### config.mk
export PLATFORM = sky130hd
export DESIGN_NAME = com_scan_driver
export DESIGN_NICKNAME = d
export VERILOG_FILES = /design/src/rtl/com_scan_driver.sv
export SDC_FILE = /design/constraint.sdc
export NUM_CORES = 1
export LEC_CHECK = 0
export ABC_AREA = 1
export BUFFER_PORTS_ARGS = -buffer_cell sky130_fd_sc_hd__buf_2
export CELL_PAD_IN_SITES_DETAIL_PLACEMENT = 2
export CELL_PAD_IN_SITES_GLOBAL_PLACEMENT = 2
export CORE_AREA = 2 2 129 131
export CTS_BUF_LIST = sky130_fd_sc_hd__clkbuf_16
export CTS_CLUSTER_SIZE = 40
export DETAILED_ROUTE_END_ITERATION = 6
export DIE_AREA = 0 0 131 133
export PLACE_DENSITY = 0.86
export SLEW_MARGIN = 20
export SYNTH_ARGS = -nofsm -noshare
export SYNTH_HDL_FRONTEND = slang
export SYNTH_SLANG_ARGS = --single-unit
### constraint.sdc
create_clock -name clk -period 1.1 [get_ports clk]
set_input_delay 0.055 -clock clk [delete_from_list [all_inputs] [get_ports clk]]
set_output_delay 0.055 -clock clk [all_outputs]
set_load 0.05 [all_outputs]
### src/rtl/com_scan_driver.sv
module com_scan_driver #(
  parameter int N = 64
) (
  input  logic           clk,
  input  logic           rst_n,
  input  logic           cl_shift,
  input  logic           rise_sel,
  input  logic           dir_fwd,
  input  logic           master,
  input  logic           token_gen,
  input  logic           frame_m,
  input  logic           left_in,
  output logic           left_out,
  output logic           left_oe,
  input  logic           right_in,
  output logic           right_out,
  output logic           right_oe,
  output logic [2*N-1:0] drive_lvl
);

  logic [N-1:0] stage;
  logic         sc_q;

  wire ser_in   = master ? token_gen : (dir_fwd ? left_in : right_in);
  wire edge_hit = rise_sel ? (cl_shift & ~sc_q) : (~cl_shift & sc_q);

  always_ff @(posedge clk or negedge rst_n) begin
    if (!rst_n) begin
      stage <= '0;
      sc_q  <= 1'b0;
    end else begin
      sc_q <= cl_shift;
      if (edge_hit)
        stage <= dir_fwd ? {stage[N-2:0], ser_in} : {ser_in, stage[N-1:1]};
    end
  end

  assign left_oe   = master | ~dir_fwd;
  assign right_oe  = master | dir_fwd;
  assign left_out  = dir_fwd ? token_gen : stage[0];
  assign right_out = dir_fwd ? stage[N-1] : token_gen;

  for (genvar i = 0; i < N; i++) begin : g_row
    assign drive_lvl[2*i+1:2*i] = {stage[i], frame_m};
  end

endmodule

Yosys cells after proc, flatten, opt, wreduce, memory -nomap -nowiden
Index checks and enable logic that the tools add are counted.

Word-level logic and storage cells: 15. Output and inout bits: 132. Register bits after elaboration: 65.

Multiplexer cells: 6. Bitwise gates (word level): 7.

Operator list (count): 64-bit 2-to-1 mux (1); 1-bit 2-to-1 mux (5); 1-bit inverter (3); 1-bit bitwise AND (2); 1-bit OR (2).

Longest topological paths before layout
Gate-level depths: netlist of run 1.

Depth after elaboration: 3. Gate-level depth with buffers: 7. Depth with buffers taken out: 6.

Least setup slack after synthesis of run 1
No wires, ideal clock.

Kind: input to output. Start: input dir_fwd. End: output right_out. Stages on the path: 4. Setup slack: -0.483 ns. Data required time: 1.045 ns. Path buffers: 3. Arrival: 1.528 ns. Path through: buf_6 -> buf_6 -> buf_6 -> o21ai_0.

Cells in the longest elaborated chain, start to end: 1.

Ends and longest elaborated chain: start, declared (RTL line 8) `input logic dir_fwd,`; 1-bit 2-to-1 mux (RTL line 41) `assign right_out = dir_fwd ? stage[N-1] : token_gen;`; end, declared (RTL line 16) `output logic right_out,`.

Every way passes these cells.

Worst setup path in the final report of run 1
Start: register sc_q. End: register stage[0].

Cells in the longest elaborated chain, start to end: 3. Elaborated cells on any way between the ends: 4. Classes of those cells: mux: 1; bitwise: 3.

Ends and longest elaborated chain: start, declared (RTL line 22) `logic sc_q;`; start signal, assigned (RTL line 32) `sc_q <= cl_shift;`; 1-bit inverter (RTL line 25) `wire edge_hit = rise_sel ? (cl_shift & ~sc_q) : (~cl_shift & sc_q);`; 1-bit bitwise AND (RTL line 25); 1-bit 2-to-1 mux * (RTL line 25); end signal, assigned (RTL line 34) `stage <= dir_fwd ? {stage[N-2:0], ser_in} : {ser_in, stage[N-1:1]};`; end, declared (RTL line 21) `logic [N-1:0] stage;`.

Mark *: on every way between the ends. The rest lies on a longest branch, timed or not. A chain may end at the register's enable or synchronous reset.

==> reports/qor.csv, run 1 <==
metric,value,unit
die_x,131,um
muxShareOfSynthArea,0,
irDropWorstVdd,0.000766,V
min_to,stage[63]$_DFFE_PN0P_,
start_util,0.232,
synth_xor_area_frac,0,
power.total,10400,uW
synth_top_cell_by_area,dfrtp_1,
vias_per_cell,4.29,
setup_viol,57,
synthAdderAreaFrac,0,
switching_share,0.474,
hp-class,input pin to register,
fmax,850,MHz
max-cap-violations,0,
place.gp.congestion,0.734,
seq_power_share,0.331,
slew_headroom,0.752,
holdPathStages,5,
dr.pass1.iters,6,
synth-simple-area-share,0.150,
setup_slack,-0.0759,ns
drtIter0Drc,93,
crit_path_max_fanout,23,
cts_num_sinks,65,
regToRegEndpoint,stage[0]$_DFFE_PN0P_,
synth_nets,506,
ff2ff_setup_slack,-0.08,ns
ioPinCount,142,
rr_worst_depth,7,
final_common_cell,nand2_1,
cts_buffers,9,
num_rows,47,
synth-warning-count,0,
rsz0062_at_grt,yes,
grt_max_degree,66,
route.detailed.drc,0,
status,"finished, violations left",
clock_latency,0.33,ns
postRouteAntennaNets,0,
syn_area,0.00375,mm^2
seq_area_frac_synth,0.434,
portBuffers,76,
dieArea,0.0174,mm^2
post_drt_wl_per_cell,15.2,um
pwr-share-clk,0.243,
crit_type,register to register,
leakage,0.00206,uW
slew_viol_final,0,
yosysTopAreaCellShare,0.434,
hold_violations,0,
synth_compound_area_frac,0.172,
final_cell_mix,"nand2_1, inv_1, o21ai_0",
vias,3146,
cts_max_path_buffers,2,
drive_above_1_share,0.263,
endpoint_kind,register,
synthTopCellsByArea,"dfrtp_1, nand2_1, buf_4",
area_growth,16.3,%
dp_hpwl,7530,um
clkTransAtPathRegs,0.06,ns
clockRootBuffer,clkbuf_16,
fp.coreArea,0.0162,mm^2
cts.htree.levels,3,
yosysUniqueCellTypes,17,
finalHoldWorstSlack,0.0895,ns
routed_wl,11100,um
synth_area_per_cell,7.56,um^2
rr_startpoint,sc_q$_DFF_PN0_,
nets,519,
antenna_found_initial,0,
diodes,0,
track_usage,0.139,
period_share,1.07,
cp.arrival,1.40,ns
grt_pass1_wl,18900,um
grt_pass1_vias,3574,
grt_overflow_total,0,
p_int,5480,uW
hp-start,right_in,
switchingPower,4940,uW
crit_required,1.33,ns
startpoint_type,register,
tns,-2.39,ns
tritoncts,yes,
skew,0.00731,ns
postSynthCellCount,496,
power_density,2390,mW/mm^2
finalCriticalPeriod,1.18,ns
violations,negative setup slack,
p_comb_frac,0.426,
tightest_slew,0.373,ns
synth_top_family_by_area,buffers and inverters,
die_h,133,um
ys_ff_latch,65,
==> worst max-delay path: stages, from the launching register on <==
cell	delay, ns
dfrtp_1	0.41
inv_2	0.09
nand3_4	0.09
nand2_8	0.14
buf_12	0.18
inv_4	0.05
nand2_2	0.05
nand2_1	0.05
==> sequential cells by signal (all words and copies together) (netlist names) <==
| signal | flops |
|---|---|
| sc_q | 1 |
| stage | 64 |
==> cell usage after synthesis <==
master,n
a21oi_1,1
a21oi_2,1
buf_2,10
buf_4,64
buf_6,8
clkbuf_1,5
clkbuf_2,4
dfrtp_1,65
inv_1,68
inv_2,1
nand2_1,135
nand2_4,1
nand3_1,4
nand3_2,2
nor2_1,1
o21ai_0,86
o21ai_1,40
==> routing by layer <==
layer / track usage / part of all wire / up-vias / wire, um
met2: 0.251 / 0.55 / 66 / 6080
met3: 0.0356 / 0.033 / 17 / 370
met5: 0 / 0 / - / 0
met4: 0.0437 / 0.018 / 0 / 201
met1: 0.157 / 0.40 / 1558 / 4460
li1: - / - / 1505 / -
==> stage by stage <==
| stage | utilization | instances | instance area [um^2] | worst slack, ns |
|---|---|---|---|---|
| 6_report | 0.270 | 733 | 4360 | -0.0759 |
| 5_1_grt | 0.270 | 733 | 4360 | -0.160 |
| 4_1_cts | 0.270 | 735 | 4360 | -0.105 |
| 3_5_place_dp | 0.241 | 711 | 3890 | -0.189 |
| 3_3_place_gp | 0.241 | 711 | 3890 | -0.0644 |
| 2_1_floorplan | - | 496 | 3750 | -0.179 |
==> power groups by stage <==
stage	clock network [uW]	registers, uW	logic (uW)
after floorplan	0	5380	1740
after global placement	0	3450	4060
after detailed placement	0	3490	4230
after CTS	2640	3460	4450
after global routing	2720	3550	4790
final	2530	3450	4440
==> worst max-delay path by stage <==
stage / from / endpoint / cells after the start
2_1_floorplan: stage[63]$_DFFE_PN0P_ / right_out / 2
3_3_place_gp: sc_q$_DFF_PN0_ / stage[0]$_DFFE_PN0P_ / 7
3_5_place_dp: sc_q$_DFF_PN0_ / stage[0]$_DFFE_PN0P_ / 7
4_1_cts: sc_q$_DFF_PN0_ / stage[42]$_DFFE_PN0P_ / 7
5_1_grt: sc_q$_DFF_PN0_ / stage[27]$_DFFE_PN0P_ / 6
6_report: sc_q$_DFF_PN0_ / stage[0]$_DFFE_PN0P_ / 7
==> logic make-up (layout without fill, tap and decap cells) <==
| family | Yosys count | after routing |
|---|---|---|
| compound gates | 128 | 128 |
| buf+inv | 160 | 177 |
| flops | 65 | 65 |
| simple gates | 143 | 143 |
==> cell type report <==
| type | instances | area (um^2) |
|---|---|---|
| timing repair buffer | 93 | 647 |
| clock buffer | 9 | 225 |
| fill | 1904 | 11800 |
| multi-input combinational | 271 | 1300 |
| tap | 220 | 275 |
| sequential | 65 | 1630 |
| inverter | 69 | 262 |
| clock inverter | 6 | 27.5 |
==> timing repair <==
action	CTS	global route
hold buffers	2	0
pin swaps	2	1
setup buffers	5	0
cloned	2	0
endpoints found under the hold margin	66	0
setup endpoints to repair	69	72
gates resized for setup	41	24
Power figures use the tool's default switching activity.
==> inputs of run 2 (changes only) <==
Settings changed: BUFFER_PORTS_ARGS -buffer_cell sky130_fd_sc_hd__buf_2 to -buffer_cell sky130_fd_sc_hd__buf_4, CORE_AREA 2 2 129 131 to 2 2 153 110, DIE_AREA 0 0 131 133 to 0 0 155 112.
==> run 2 against run 1 <==
The flow still finishes with violations (negative setup slack). Global-route usage shrank 1.0 points. Register-to-register slack is essentially flat. Power grew 6.8%. Die area shrank 0.36%. Core utilization grew 1.5 points. Combinational power grew 4.7%. Clock-buffer cell count is the same. Worst hold slack lost 0.026 ns. Sequential power grew 2%. Critical endpoint is now stage[10]$_DFFE_PN0P_.
==> reports/qor.csv, run 2 (synthesized netlist as in run 1, its figures left out) <==
metric,value,unit
track_usage,0.129,
postRouteAntennaNets,0,
crit_chain,"inv_2, nand3_4, nand2_8, clkbuf_16, o21ai_0",
clockRootBuffer,clkbuf_16,
fmax,850,MHz
cts_max_path_buffers,2,
startpoint_type,register,
hp-class,input pin to register,
cp_num_buf_inv,2,
critPathSlowestCell,dfrtp_1,
post_drt_wl_per_cell,15.0,um
grt_max_degree,66,
clock_latency,0.33,ns
crit_path_max_fanout,24,
worst_path_largest_cell_delay,0.42,ns
setup_slack,-0.0768,ns
power_density,2450,mW/mm^2
slew_viol_final,0,
crit_family,flip-flops,
tightest_slew,0.372,ns
area_growth,21.2,%
p_int,6250,uW
dr.pass1.iters,4,
grt_pass1_wl,18100,um
setup_viol,62,
antenna_found_initial,0,
finalCriticalPeriod,1.18,ns
seq_power_share,0.315,
tritoncts,yes,
cts_num_sinks,65,
drive_above_1_share,0.237,
final.fill_count,1826,
period_share,1.07,
place.gp.congestion,0.757,
vias,3145,
endpoint_kind,register,
grt_overflow_total,0,
die_x,155,um
status,"finished, violations left",
irDropWorstVdd,0.000765,V
violations,negative setup slack,
largest_reg_flops,64,
nets,520,
ff2ff_setup_slack,-0.08,ns
hold_violations,0,
max-cap-violations,0,
top_register,stage,
crit_required,1.31,ns
cp.arrival,1.39,ns
fp.coreArea,0.0160,mm^2
routed_wl,10800,um
fin_cells,720,
cts.htree.levels,3,
portBuffers,76,
vias_per_cell,4.37,
final_cell_mix,"nand2_1, buf_4, inv_1",
route.detailed.drc,0,
switching_share,0.439,
switchingPower,4880,uW
final_common_cell,nand2_1,
cts_buffers,9,
pwr-share-clk,0.267,
largestRegisters,"stage (64), sc_q (1)",
num_rows,39,
clkTransAtPathRegs,0.06,ns
die_h,112,um
rsz0062_at_grt,yes,
dpl.cell_count,697,
power.total,11100,uW
start_util,0.235,
slew_headroom,0.752,
drtIter0Drc,113,
crit_type,register to register,
diodes,0,
skew,0.00525,ns
leakage,0.00214,uW
dp_hpwl,7380,um
grt_pass1_vias,3502,
p_comb_frac,0.418,
dieArea,0.0174,mm^2
ioPinCount,142,
tns,-3.04,ns
-- run 2: power by group through the flow --
stage	clock (uW)	combinational (uW)	sequential, uW
after floorplan	0	1740	5380
after global placement	0	4380	3520
after detailed placement	0	4530	3560
after CTS	3090	4620	3520
after global routing	3180	5030	3610
final	2970	4650	3510
-- run 2: path summary, 6_finish.rpt --
| path | cells after the start | to | startpoint |
|---|---|---|---|
| max | 5 | stage[10]$_DFFE_PN0P_ | sc_q$_DFF_PN0_ |
| min | 5 | stage[63]$_DFFE_PN0P_ | right_in |
| max reg2reg | 5 | stage[10]$_DFFE_PN0P_ | sc_q$_DFF_PN0_ |
| min reg2reg | 2 | stage[7]$_DFFE_PN0P_ | stage[7]$_DFFE_PN0P_ |
| max in group asynchronous | 3 | stage[18]$_DFFE_PN0P_ | rst_n |
| min in group asynchronous | 3 | stage[47]$_DFFE_PN0P_ | rst_n |
-- run 2: final cells by class --
type / count / area, um^2 / share of cell area
Clock buffer: 9 / 225 / 0.0495
Timing Repair Buffer: 94 / 831 / 0.183
Inverter: 69 / 259 / 0.0570
Tap cell: 205 / 256 / 0.0564
Sequential cell: 65 / 1630 / 0.358
Clock inverter: 7 / 78.8 / 0.0173
Multi-Input combinational cell: 271 / 1270 / 0.279
-- run 2: tightest hold or removal path, delay by kind of cell --
family / cells / cell delay [ns]
compound gates: 1 / 0.04
buf+inv: 1 / 0.08
simple gates: 3 / 0.17
-- run 2: per-stage QoR --
stage / setup slack, ns / instance area (um^2) / util / hold slack [ns]
2_1_floorplan: -0.179 / 3750 / - / -0.241
3_3_place_gp: -0.0132 / 4070 / 0.255 / 0.0923
3_5_place_dp: -0.0902 / 4070 / 0.255 / 0.100
4_1_cts: -0.111 / 4450 / 0.279 / 0.0541
5_1_grt: -0.175 / 4550 / 0.285 / 0.0997
6_report: -0.0768 / 4550 / 0.285 / 0.0633
-- run 2: routing by layer --
| metal | share of wire | vias to the layer above | global-route usage | routed length [um] |
|---|---|---|---|---|
| met5 | 0 | - | 0 | 0 |
| met4 | 0.0087 | 0 | 0.0296 | 94 |
| met3 | 0.049 | 9 | 0.0417 | 528 |
| met2 | 0.48 | 78 | 0.216 | 5230 |
| met1 | 0.46 | 1556 | 0.161 | 4950 |
| li1 | - | 1502 | - | - |
-- run 2: what timing repair did --
| action | in CTS | in global routing |
|---|---|---|
| gates resized for setup | 8 | 31 |
| endpoints found under the hold margin | 66 | 0 |
| setup buffers | 5 | 0 |
| endpoints found under the setup margin | 61 | 66 |
| hold buffers | 2 | 0 |
| pin swaps | 1 | 1 |
| cloned | 0 | 2 |
==> inputs of run 3 (changes only) <==
Settings changed: CORE_AREA 2 2 153 110 to 2 2 139 101, DIE_AREA 0 0 155 112 to 0 0 141 103, PLACE_DENSITY 0.86 to 0.95, TNS_END_PERCENT from default to 5.
Clock period 1.1 ns to 1.4 ns, I/O delays scaled along.
==> run 3 against run 2 <==
The flow now finishes without violations. Power fell by 22%. Global-route usage grew 2.2 points. Critical path depth up 3. Final cell count shrank 6.0%. Sequential share of layout area increased by 1.7 points. Flip-flop and latch count did not move. Die area is 16% lower. Sequential power shrank 21%. First-iteration DRC count fell by 5.3%. Register-to-register slack improved by 0.22 ns. Setup slack gained 0.20 ns. Clock power down 19%. Critical endpoint is now stage[6]$_DFFE_PN0P_. Highest routed layer unchanged.
==> reports/qor.csv, run 3 (synthesized netlist as in run 1, its figures left out) <==
metric,value,unit
period_share,0.911,
post_cts_resized,0,
postRouteAntennaNets,0,
track_usage,0.151,
top_register,stage,
routed_wl,10400,um
ff_latch_area,0.00163,mm^2
grt_max_degree,65,
tightest_slew,0.432,ns
setup_slack,0.124,ns
post_drt_wl_per_cell,15.4,um
final.fill_count,1542,
setup_viol,0,
dp_hpwl,7390,um
antenna_found_initial,0,
largest_reg_flops,64,
grt_overflow_total,0,
grt_pass1_vias,3385,
critPathSlowestCell,dlygate4sd3_1,
vias,3091,
final_common_cell,nand2_1,
drive_above_1_share,0.204,
start_util,0.280,
cts_num_sinks,65,
area_growth,15.6,%
cts_buffers,9,
endpoint_kind,register,
nets,511,
leakage,0.00206,uW
place.gp.congestion,0.756,
irDropWorstVdd,0.000714,V
power_density,2010,mW/mm^2
fp.coreArea,0.0134,mm^2
vias_per_cell,4.57,
dr.pass1.iters,4,
slew_headroom,0.712,
diodes,0,
max-cap-violations,0,
crit_chain,"dlygate4sd3_1, buf_4, inv_1, nand3_2, nand2_4, buf_12, nand2_1, o21ai_0",
cts.htree.levels,3,
route.detailed.drc,0,
portBuffers,76,
rsz0062_at_grt,no,
cts-hold-fix-buffers,2,
grt_pass1_wl,17400,um
dpl.cell_count,659,
status,"complete, no violations",
die_x,141,um
dieArea,0.0145,mm^2
tns,0,ns
fmax,784,MHz
ioPinCount,142,
hp-class,input pin to register,
startpoint_type,input pin,
crit_required,1.65,ns
tritoncts,yes,
drtIter0Drc,107,
hold_violations,0,
post-cts-setup-buffer-count,0,
finalHoldWorstSlack,0.0886,ns
worst_path_largest_cell_delay,0.53,ns
finalCriticalPeriod,1.28,ns
largestRegisters,"stage (64), sc_q (1)",
dp_slack,0.107,ns
fin_util,0.324,
crit_type,input pin to register,
slew_viol_final,0,
cts_max_path_buffers,2,
final_cell_mix,"nand2_1, o21ai_0, buf_4",
clock_latency,0.33,ns
die_h,103,um
clkTransAtPathRegs,0.06,ns
skew,0.00663,ns
ff2ff_setup_slack,0.14,ns
fin_cells,677,
crit_path_max_fanout,40,
clockRootBuffer,clkbuf_16,
cp.arrival,1.52,ns
num_rows,36,
multi_input_area,0.00121,mm^2
==> run 3: cell count changes in the layout (fill, tap and decap cells not counted), sizes merged <==
cell	delta
buf	-7
clkinv	+1
inv	-2
clkinvlp	+1
clkbuf	-2
==> run 3: report_power, final <==
group / switching, uW / leakage, uW / internal [uW]
Sequential: 436 / 0.000821 / 2320
Clock: 856 / 0.000156 / 1540
Combinational: 2560 / 0.00108 / 978
Total: 3850 / 0.00206 / 4840
==> run 3: worst max-delay path: cells and delay by family <==
family	cells	cell delay, ns
compound gates	1	0.09
buf+inv	4	0.97
simple gates	3	0.39
==> run 3: area by class of cell <==
cell class                 instances  area share
timing repair buffer              85       0.166
clock inverter                     7      0.0199
sequential                        65       0.375
inverter                          69      0.0597
multi-input combinational        271       0.278
tap                              171      0.0494
clock buffer                       9      0.0519
==> run 3: path summary, 6_finish.rpt <==
kind | startpoint | endpoint | cells past startpoint
setup / recovery | cl_shift | stage[6]$_DFFE_PN0P_ | 8
hold / removal | right_in | stage[63]$_DFFE_PN0P_ | 5
setup reg to reg | sc_q$_DFF_PN0_ | stage[6]$_DFFE_PN0P_ | 6
hold reg to reg | stage[63]$_DFFE_PN0P_ | stage[63]$_DFFE_PN0P_ | 2
max in group asynchronous | rst_n | stage[54]$_DFFE_PN0P_ | 3
min in group asynchronous | rst_n | sc_q$_DFF_PN0_ | 2
==> run 3: metrics by stage <==
stage / power (uW) / cell area (um^2)
global placement: 6190 / 4000
floorplan: 5590 / 3750
CTS: 8850 / 4340
detailed placement: 6360 / 4000
finish: 8700 / 4340
global route: 9190 / 4340
==> run 3: metal layers <==
metal | GRT usage | wire length, um | up-vias
met4 | 0.0438 | 136 | 0
met5 | 0 | 0 | -
met1 | 0.188 | 4860 | 1520
li1 | - | - | 1487
met2 | 0.260 | 5010 | 73
met3 | 0.0409 | 388 | 11
